--- src/rtl/sys_rst_ctrl.sv ---
module sys_rst_ctrl #(
  parameter int ADDR_W = 12,
  parameter int DATA_W = 32,
  parameter int PULSE_CYC = 2,
  parameter logic [31:0] PERIPH_MASK = 32'h705D_31C0,
  parameter logic [7:0] KEY0 = 8'h59,
  parameter logic [7:0] KEY1 = 8'h16,
  parameter logic [7:0] KEY2 = 8'h88
) (
  input  logic              clk,
  input  logic              rst_n,
  input  logic              wr_en,
  input  logic [ADDR_W-1:0] addr,
  input  logic [DATA_W-1:0] wdata,
  output logic [DATA_W-1:0] rdata,
  input  logic              ev_por,
  input  logic              ev_pin,
  input  logic              ev_pmu,
  input  logic              ev_wdt,
  input  logic              ev_sysreq,
  output logic              chip_rst,
  output logic              cpu_rst,
  output logic              dma_rst,
  output logic [DATA_W-1:0] periph_rst
);
  localparam int CW = $clog2(PULSE_CYC + 1);
  localparam logic [ADDR_W-1:0] OFS_SRC  = ADDR_W'(12'h004);
  localparam logic [ADDR_W-1:0] OFS_CTL  = ADDR_W'(12'h008);
  localparam logic [ADDR_W-1:0] OFS_PER  = ADDR_W'(12'h00C);
  localparam logic [ADDR_W-1:0] OFS_LOCK = ADDR_W'(12'h100);
  localparam logic [7:0] SRC_MASK = 8'hE5;

  logic [1:0]        key_st;
  logic              unlocked;
  logic [CW-1:0]     chip_cnt, cpu_cnt;
  logic              dma_q;
  logic [DATA_W-1:0] per_q;
  logic [7:0]        flags_q;

  wire wr_src  = wr_en && addr == OFS_SRC;
  wire wr_ctl  = wr_en && addr == OFS_CTL;
  wire wr_per  = wr_en && addr == OFS_PER;
  wire wr_lock = wr_en && addr == OFS_LOCK;
  wire [7:0] wbyte = wdata[7:0];
  wire [1:0] restart = (wbyte == KEY0) ? 2'd1 : 2'd0;

  wire chip_go   = wr_ctl && unlocked && wdata[0];
  wire cpu_go    = wr_ctl && unlocked && wdata[1];
  wire chip_done = chip_cnt == CW'(1) && !chip_go;

  wire [7:0] flag_set = {cpu_go, ev_pmu, ev_sysreq, 2'b00, ev_wdt, 1'b0,
                         ev_por | ev_pin | ev_pmu};
  wire [7:0] flag_clr = wr_src ? wbyte : 8'h00;

  always_ff @(posedge clk or negedge rst_n) begin
    if (!rst_n) begin
      key_st   <= 2'd0;
      unlocked <= 1'b0;
    end else if (chip_done) begin
      key_st   <= 2'd0;
      unlocked <= 1'b0;
    end else if (wr_lock) begin
      if (unlocked) begin
        unlocked <= 1'b0;
        key_st   <= 2'd0;
      end else begin
        case (key_st)
          2'd0:    key_st <= restart;
          2'd1:    key_st <= (wbyte == KEY1) ? 2'd2 : restart;
          default: begin
            if (wbyte == KEY2) begin
              unlocked <= 1'b1;
              key_st   <= 2'd0;
            end else begin
              key_st   <= restart;
            end
          end
        endcase
      end
    end
  end

  always_ff @(posedge clk or negedge rst_n) begin
    if (!rst_n) begin
      chip_cnt <= '0;
      cpu_cnt  <= '0;
    end else begin
      if (chip_go) chip_cnt <= CW'(PULSE_CYC);
      else if (chip_cnt != '0) chip_cnt <= chip_cnt - CW'(1);
      if (cpu_go) cpu_cnt <= CW'(PULSE_CYC);
      else if (cpu_cnt != '0) cpu_cnt <= cpu_cnt - CW'(1);
    end
  end

  always_ff @(posedge clk or negedge rst_n) begin
    if (!rst_n) begin
      dma_q <= 1'b0;
      per_q <= '0;
    end else if (chip_done) begin
      dma_q <= 1'b0;
      per_q <= '0;
    end else begin
      if (wr_ctl) dma_q <= wdata[2];
      if (wr_per) per_q <= wdata & DATA_W'(PERIPH_MASK);
    end
  end

  always_ff @(posedge clk or negedge rst_n) begin
    if (!rst_n) flags_q <= '0;
    else        flags_q <= ((flags_q & ~flag_clr) | flag_set) & SRC_MASK;
  end

  assign chip_rst   = chip_cnt != '0;
  assign cpu_rst    = cpu_cnt != '0;
  assign dma_rst    = dma_q;
  assign periph_rst = per_q;

  always_comb begin
    rdata = '0;
    case (addr)
      OFS_SRC:  rdata[7:0] = flags_q;
      OFS_CTL:  rdata[2:0] = {dma_q, cpu_rst, chip_rst};
      OFS_PER:  rdata = per_q;
      OFS_LOCK: rdata[0] = unlocked;
      default:  rdata = '0;
    endcase
  end
endmodule

--- config.mk ---
export PLATFORM = sky130hd
export DESIGN_NAME = sys_rst_ctrl
export DESIGN_NICKNAME = d
export VERILOG_FILES = /design/src/rtl/sys_rst_ctrl.sv
export SDC_FILE = /design/constraint.sdc
export NUM_CORES = 1
export LEC_CHECK = 0
export BUFFER_PORTS_ARGS = -buffer_cell sky130_fd_sc_hd__buf_2
export CAP_MARGIN = 0
export CORE_MARGIN = 2
export CORE_UTILIZATION = 37
export DETAILED_ROUTE_END_ITERATION = 6
export PLACE_DENSITY = 0.73
export SYNTH_ARGS = -nofsm -noshare
export SYNTH_HDL_FRONTEND = slang
export SYNTH_SLANG_ARGS = --single-unit
--- constraint.sdc ---
create_clock -name clk -period 2.3 [get_ports clk]
set_input_delay 0 -clock clk [delete_from_list [all_inputs] [get_ports clk]]
set_output_delay 0 -clock clk [all_outputs]
set_load 0.01 [all_outputs]
# Word-level counts from Yosys, hierarchy flattened
# Index checks and enable logic that the tools add are counted.
[totals]
register_bits = 45
in_bits = 52
wordCells = 66
[classes]
add_sub_neg = 2
eq_ne = 9
mux = 25
n_bitwise = 5
reduce_logical = 18
[op_table]
columns = ["cell", "count"]
rows = [
  ["$mux 32", 2],
  ["$eq 12x4->1 const B", 2],
  ["$mux 24", 1],
  ["$mux 2", 8],
  ["$reduce_bool 2->1", 7],
  ["$eq 12x3->1 const B", 1],
  ["$eq 12x9->1 const B", 1],
  ["$pmux 5 s2", 1],
  ["$mux 1", 9],
  ["$and 8x8->8", 1],
  ["$eq 8x5->1 const B", 1],
  ["$eq 8x7->1 const B", 1],
  ["$eq 8x8->1 const B", 1],
  ["$logic_and 1x1->1", 8],
  ["$mux 8", 1],
  ["$not 8->8", 1],
  ["$or 8x8->8", 1],
  ["$pmux 2 s3", 1],
  ["$eq 2x1->1 const B", 2],
  ["$pmux 1 s4", 1],
  ["$pmux 2 s2", 1],
  ["$sub 2x1->2 const B", 2],
  ["$logic_not 2->1", 1],
  ["$or 1x1->1", 2],
  ["2 further kinds", 2],
]

# Longest topological paths before layout
# Gate-level depths: netlist of run 1.
[depth]
ltp_word = 7
depth_mapped = 7
depth_no_buf = 6

# Worst setup path after synthesis of run 1
# No wires, ideal clock.
[synth_timing]
path_kind = "input to output"
start = "input addr[9]"
end = "output rdata[1]"
arrival_time_ps = 1723
setup_slack_ps = 577
cell_stages = 4
n_path_buf = 0
path_cell_list = "or4_4 or2_2 or3_1 nor4b_1"
[synth_between]
elab_chain_cells = 2
[synth_lines]
columns = ["item", "line_no", "text"]
rows = [
  ["from (decl)", "13", "input logic [ADDR_W-1:0] addr,"],
  ["$eq 12x4->1 or $eq 12x3->1 (tied branches)", "120", "case (addr)"],
  ["$pmux 2 s3 (*)", "120", ""],
  ["to (decl)", "15", "output logic [DATA_W-1:0] rdata,"],
]
# Every way passes the cells marked *; elsewhere a longest branch is shown, timed or not.

# Worst setup path in the final report of run 1
# Same ends and word-level chain as after synthesis.

==> results of run 1 <==
[cells in the final DEF (no fill, tap or decap), types with 2 or more instances in the layout]
cell and n:
buf_2 71, conb_1 34, dfrtp_1 26, nor2_1 23, mux2i_1 19, dlygate4sd3_1 17
and2_1 11, inv_1 9, nand2_1 8, buf_4 5, nor3_1 4, a21o_1 4
nor4_1 4, nand2b_1 3, a21oi_1 3, ha_1 3, clkbuf_8 3, or4_4 2
and3_1 2, or3b_2 2, or4_1 2, a31oi_1 2, or4b_2 2, xor2_1 2
or4bb_1 2
[per-layer routing]
metal  track usage [%]  vias up  routed length (um)
met1              18.2      708                1660
met4              3.09        0                  15
li1                  -      733                   -
met3              2.62        2                 270
met5                 0        -                   0
met2              26.7       73                1960
[stage by stage]
step                hold slack, ns  utilization, %  std cells  instance area (um2)  worst slack, ns
CTS                         0.0164            50.6        326                 2250            0.379
finish                      0.0292            50.6        326                 2250            0.353
detailed placement          0.0389            45.8        306                 2040            0.389
global placement            0.0352            45.8        306                 2040            0.352
floorplan                   -0.296               -        218                 1870            0.577
global route                0.0294            50.6        326                 2250            0.264
[sequential cells by signal, indices dropped and copies added, names as in the netlist]
| register | count |
|---|---|
| key_st | 2 |
| cpu_cnt | 2 |
| unlocked | 1 |
| chip_cnt | 2 |
| flags_q | 5 |
| periph_rst | 13 |
| dma_rst | 1 |
[power groups by stage]
stage	clock network (mW)	registers [mW]	logic, mW
2_1_floorplan	0	0.468	0.0894
3_3_place_gp	0	0.467	0.0970
3_5_place_dp	0	0.467	0.0980
4_1_cts	0.263	0.458	0.118
5_1_grt	0.281	0.459	0.132
6_report	0.253	0.458	0.119
[path summary, 6_finish.rpt]
path | from | end | slack (ns) | depth (start not counted)
max | addr[9] | rdata[1] | 0.35 | 6
max in group asynchronous | rst_n | periph_rst[6]$_DFFE_PN0P_ | 1.66 | 2
max reg2reg | unlocked$_DFFE_PN0P_ | key_st[1]$_DFFE_PN0P_ | 0.61 | 4
min | wdata[0] | chip_cnt[0]$_DFFE_PN0P_ | 0.03 | 2
min in group asynchronous | rst_n | periph_rst[16]$_DFFE_PN0P_ | 0.26 | 2
min reg2reg | flags_q[7]$_DFF_PN0_ | flags_q[7]$_DFF_PN0_ | 0.48 | 1
[kinds of logic after synthesis]
family / count (synthesis)
AO/OA/AOI/OAI: 12
adder cells (fa/ha/maj): 3
multiplexers: 19
AND/OR/NAND/NOR: 73
flip-flops: 26
XOR/XNOR: 2
other: 1
buffers and inverters: 49
[worst max-delay path, stage by stage]
cell and delay, ns:
buf_2 0.10, or4_4 0.57, or2_2 0.34, or3_1 0.41
nor4b_1 0.33, buf_2 0.20
[final cells by class]
class                           instances  area [um2]
Fill cell                             413        2200
Multi-Input combinational cell        143         893
Sequential cell                        26         651
Timing Repair Buffer                   93         563
Tap cell                               52        65.1
Clock buffer                            3        41.3
Inverter                                9        33.8
==> flow_summary.toml, run 1 <==
[place]
dp_hpwl_um = 2910
gp_congestion = 0.788
port_buffers = 71

[layout]
antennaDiodeCount = 0
drive_above_1_share_pct = 32.1
nets = 331
syn_to_final_growth_pct = 28.9

[timing]
hold_viol = 0
max_freq_mhz = 514
post-route-period-util_pct = 84.6
rsz0062_at_grt = "no"
setup_violations = 0
tightest_slew_ns = 0.583
tns_ns = 0
relSlewSlack_pct = 61.1
maxSlewViolCount = 0
fin_crit_ns = 1.95
skew_ns = 0.00224

[routing]
drtPass1Iterations = 4
drc = 0
num_vias = 1516
wl_um = 3900
wl_per_cell_um = 12.0
ant_nets = 0
drtIter0Drc = 26
viasPerCell = 4.65

[floorplanning]
initial_core_util_pct = 39.2
die_w_um = 72.6
io_pins = 119
dieHeight_um = 72.6
dieArea_mm2 = 0.00528
coreArea_mm2 = 0.00444
rows = 24

[yosys]
synth_common_cells = "34 x buf_4, 26 x dfrtp_1, 23 x nor2_1, 19 x mux2i_1, 11 x and2_1"
syn_area_mm2 = 0.00174
ys.warnings.count = 0
muxShareOfSynthArea_pct = 10.9
synth_edf_count = 0
synth_most_common_cell = "buf_4"
ys.flop_type = "dfrtp_1"
syn-mean-instance-area_um2 = 9.42
synth_top_family_by_area = "simple AND/OR/NAND/NOR gates"
synth_area_leaders = "dfrtp_1 37%, buf_4 15%, mux2i_1 11%"
async_reset_ff_share_pct = 100
synth_xor_area_share_pct = 1.01
yosys.area_share.simple_pct = 25.1
yosysTopAreaCell = "dfrtp_1"
synth_cell_type_count = 36
synth_cells = 185
ys_seq_area_share_pct = 37.3
synthAdderAreaFrac_pct = 2.15
synth_top_area_share_pct = 37.3
synth_compound_area_share_pct = 4.81
ys_ff_latch = 26

[worst_setup_path]
criticalPathCategory = "in -> out"
path_max_fanout = 5
critPathCaptureType = "output port"
cp-start-kind = "input pin"
arrival_ns = 1.95
required_ns = 2.30

[clock_network]
cts-htree-levels = 1
cts_tree = "yes"
clkTransAtPathRegs_ns = 0.08
clock_sinks = 26
numCtsBuffers = 3
ctsResizeCount = 0
post_cts_buffers = 0
clk_latency_ns = 0.26
postCtsHoldBufs = 17
cts_buffer_depth = 2
clock-root-buffer = "clkbuf_8"

[power]
cellLeakagePower_nw = 1.33
netSwitchingPower_mw = 0.203
finalPower_mw = 0.830
clkPwrFrac_pct = 30.4
p_per_area_mw_per_mm2 = 369
seqPwrFrac_pct = 55.2
internal_power_mw = 0.627
vdd_drop_max_v = 0.000244
p_comb_share_pct = 14.3
p_sw_share_pct = 24.5

[grt]
grt_pass1_vias = 1360
antenna_found_initial = 0
grt_pass1_wl_um = 6110
grt_start_max_net_pins = 27
track_usage_pct = 14.7
grt-ovfl-total = 0

[run_status]
status = "complete, no violations"

[flow_run]
cap_viol_max_count = 0

[worst_hold_path]
min_path_type = "in -> reg"
(Power assumes the default switching activity.)
==> inputs of run 2 (changes only) <==
--- a/config.mk
+++ b/config.mk
@@ -5,6 +5,7 @@
 export SDC_FILE = /design/constraint.sdc
 export NUM_CORES = 1
 export LEC_CHECK = 0
+export ABC_AREA = 1
 export BUFFER_PORTS_ARGS = -buffer_cell sky130_fd_sc_hd__buf_2
 export CAP_MARGIN = 0
 export CORE_MARGIN = 2
==> constraint.sdc (replaced) <==
create_clock -name clk -period 1.73 [get_ports clk]
set_input_delay 0 -clock clk [delete_from_list [all_inputs] [get_ports clk]]
set_output_delay 0 -clock clk [all_outputs]
set_load 0.01 [all_outputs]
==> flow_summary.toml, run 2 <==
[routing]
drtPass1Iterations = 4
ant_nets = 0
drtIter0Drc = 67
viasPerCell = 4.44
wl_um = 4710
drc = 0
num_vias = 1895
wl_per_cell_um = 11.0

[layout]
fillers = 515
fin_area_mm2 = 0.00242
final_common_cell = "buf_2"
final_util_pct = 47.1
syn_to_final_growth_pct = 21.6
final_cell_mix = "71 x buf_2, 55 x nand2_1, 40 x inv_1, 35 x nor2_1, 34 x conb_1"
drive_above_1_share_pct = 28.3
stdcell_count = 427
largest_register_ffs = 13
antennaDiodeCount = 0
nets = 413

[clock_network]
numCtsBuffers = 3
cts_tree = "yes"
cts-htree-levels = 1
clock_sinks = 26
clkTransAtPathRegs_ns = 0.10
clock-root-buffer = "clkbuf_8"
clk_latency_ns = 0.27
cts_buffer_depth = 2

[yosys]
ys.warnings.count = 0
ys_seq_area_share_pct = 32.7
synth_cell_type_count = 27
async_reset_ff_share_pct = 100
ys.flop_type = "dfrtp_1"
synth_most_common_cell = "nand2_1"
yosysTopAreaCell = "dfrtp_1"
syn-mean-instance-area_um2 = 7.11
synth_edf_count = 0
syn_area_mm2 = 0.00199
synth_cells = 280
synth_top_area_share_pct = 32.7
ys_ff_latch = 26
synth_common_cells = "55 x nand2_1, 40 x inv_1, 36 x buf_4, 35 x nor2_1, 26 x dfrtp_1"
synth_area_leaders = "dfrtp_1 33%, buf_4 14%, nand2_1 10%"

[worst_setup_path]
cpPeakStageDelay_ns = 0.70
path_max_fanout = 17
cpMostUsedCell = "inv_1"
arrival_ns = 1.70
criticalPathCategory = "reg -> reg"
cp-start-kind = "flop"
path_cells = "inv_1, ha_1, inv_1, nor2_2, nor2_1"
critPathCaptureType = "flop"
cpMaxStageDelayCell = "nor2_2"
required_ns = 1.86

[floorplanning]
rows = 26
dieArea_mm2 = 0.00598
coreArea_mm2 = 0.00514
dieHeight_um = 77.3
initial_core_util_pct = 38.7
io_pins = 119
die_w_um = 77.3

[timing]
tns_ns = 0
hold_viol = 0
fin_ws_ns = 0.163
rsz0062_at_grt = "no"
maxSlewViolCount = 0
relSlewSlack_pct = 39.4
max_freq_mhz = 638
tightest_slew_ns = 0.908
setup_violations = 0
skew_ns = 0.00138
fin_crit_ns = 1.57
post-route-period-util_pct = 90.6
hold_ws_ns = 0.0465

[place]
dpl_cell_area_mm2 = 0.00228
dp_hpwl_um = 3530
place_worst_setup_slack_ns = 0.143
gp_congestion = 0.847
port_buffers = 71
placed_cells = 416

[power]
p_per_area_mw_per_mm2 = 711
vdd_drop_max_v = 0.000436
cellLeakagePower_nw = 1.31
finalPower_mw = 1.72

[grt]
track_usage_pct = 15.5
grt_pass1_vias = 1706
grt_start_max_net_pins = 27
antenna_found_initial = 0
grt-ovfl-total = 0
grt_pass1_wl_um = 7690

[run_status]
status = "complete, no violations"

[worst_hold_path]
min_path_type = "in -> reg"

[flow_run]
cap_viol_max_count = 0
## run 2: cell types whose count changed in the layout (fill, tap and decap cells not counted), sizes merged, moves of 4 or more
cell	change
or4	-4
nand2	+51
dlygate4sd3	-10
o21ai	+5
nor4	-6
and2	-11
nor3	+5
clkinv	+4
inv	+31
mux2i	-19
nand4	+20
nand3	+11
nor2	+28
## run 2: final cells by class
class                           instances  area [um2]  area share [%]
Inverter                               44         165            6.83
Clock inverter                          1        30.0            1.24
Multi-Input combinational cell        201         988            40.9
Timing Repair Buffer                   82         455            18.8
Clock buffer                            3        41.3            1.71
Tap cell                               70        87.6            3.62
Sequential cell                        26         651            26.9
## run 2: path summary, 6_finish.rpt
| check | start | cells after the start | end | slack, ns |
|---|---|---|---|---|
| hold / removal | wdata[20] | 5 | periph_rst[20]$_DFFE_PN0P_ | 0.05 |
| setup reg to reg | chip_cnt[1]$_DFFE_PN0P_ | 5 | key_st[1]$_DFFE_PN0P_ | 0.16 |
| min in group asynchronous | rst_n | 2 | flags_q[6]$_DFF_PN0_ | 0.25 |
| setup / recovery | chip_cnt[1]$_DFFE_PN0P_ | 5 | key_st[1]$_DFFE_PN0P_ | 0.16 |
| hold reg to reg | cpu_cnt[1]$_DFFE_PN0P_ | 2 | cpu_cnt[1]$_DFFE_PN0P_ | 0.49 |
| max in group asynchronous | rst_n | 2 | periph_rst[8]$_DFFE_PN0P_ | 1.10 |
## run 2: worst max-delay path, delay by kind of cell (launching register included)
family	cells	cell delay [ns]
adders and majority gates	1	0.14
DFF	1	0.38
buffers and inverters	2	0.12
and+or+nand+nor	2	0.78
## run 2: cells by family (layout without fill, tap and decap cells)
kind of cell	after synthesis	count (layout)	share of synthesized area, %
fa+ha+maj	3	3	1.89
buf+inv	86	130	23.8
simple gates	155	155	38.7
flops	26	26	32.7
compound gates	9	9	2.64
other cells	1	34	0.188
## run 2: what timing repair did
item,4_1_cts,5_1_grt
hold buffers,7,0
setup buffers,0,0
endpoints found under the hold margin,32,0
resized for setup,0,0
setup endpoints to repair,0,0
## run 2: power by group
part	switching [mW]	leakage, nW	internal (mW)
clock network	0.208	0.0357	0.310
registers	0.0260	0.333	0.660
logic	0.343	0.946	0.172
total	0.577	1.31	1.14
## run 2: routing by layer
layer / GRT usage [%] / share of wire [%]
met5: 0 / 0
met3: 2.24 / 4.9
met4: 4.29 / 1.2
met1: 19.5 / 43
met2: 27.5 / 50
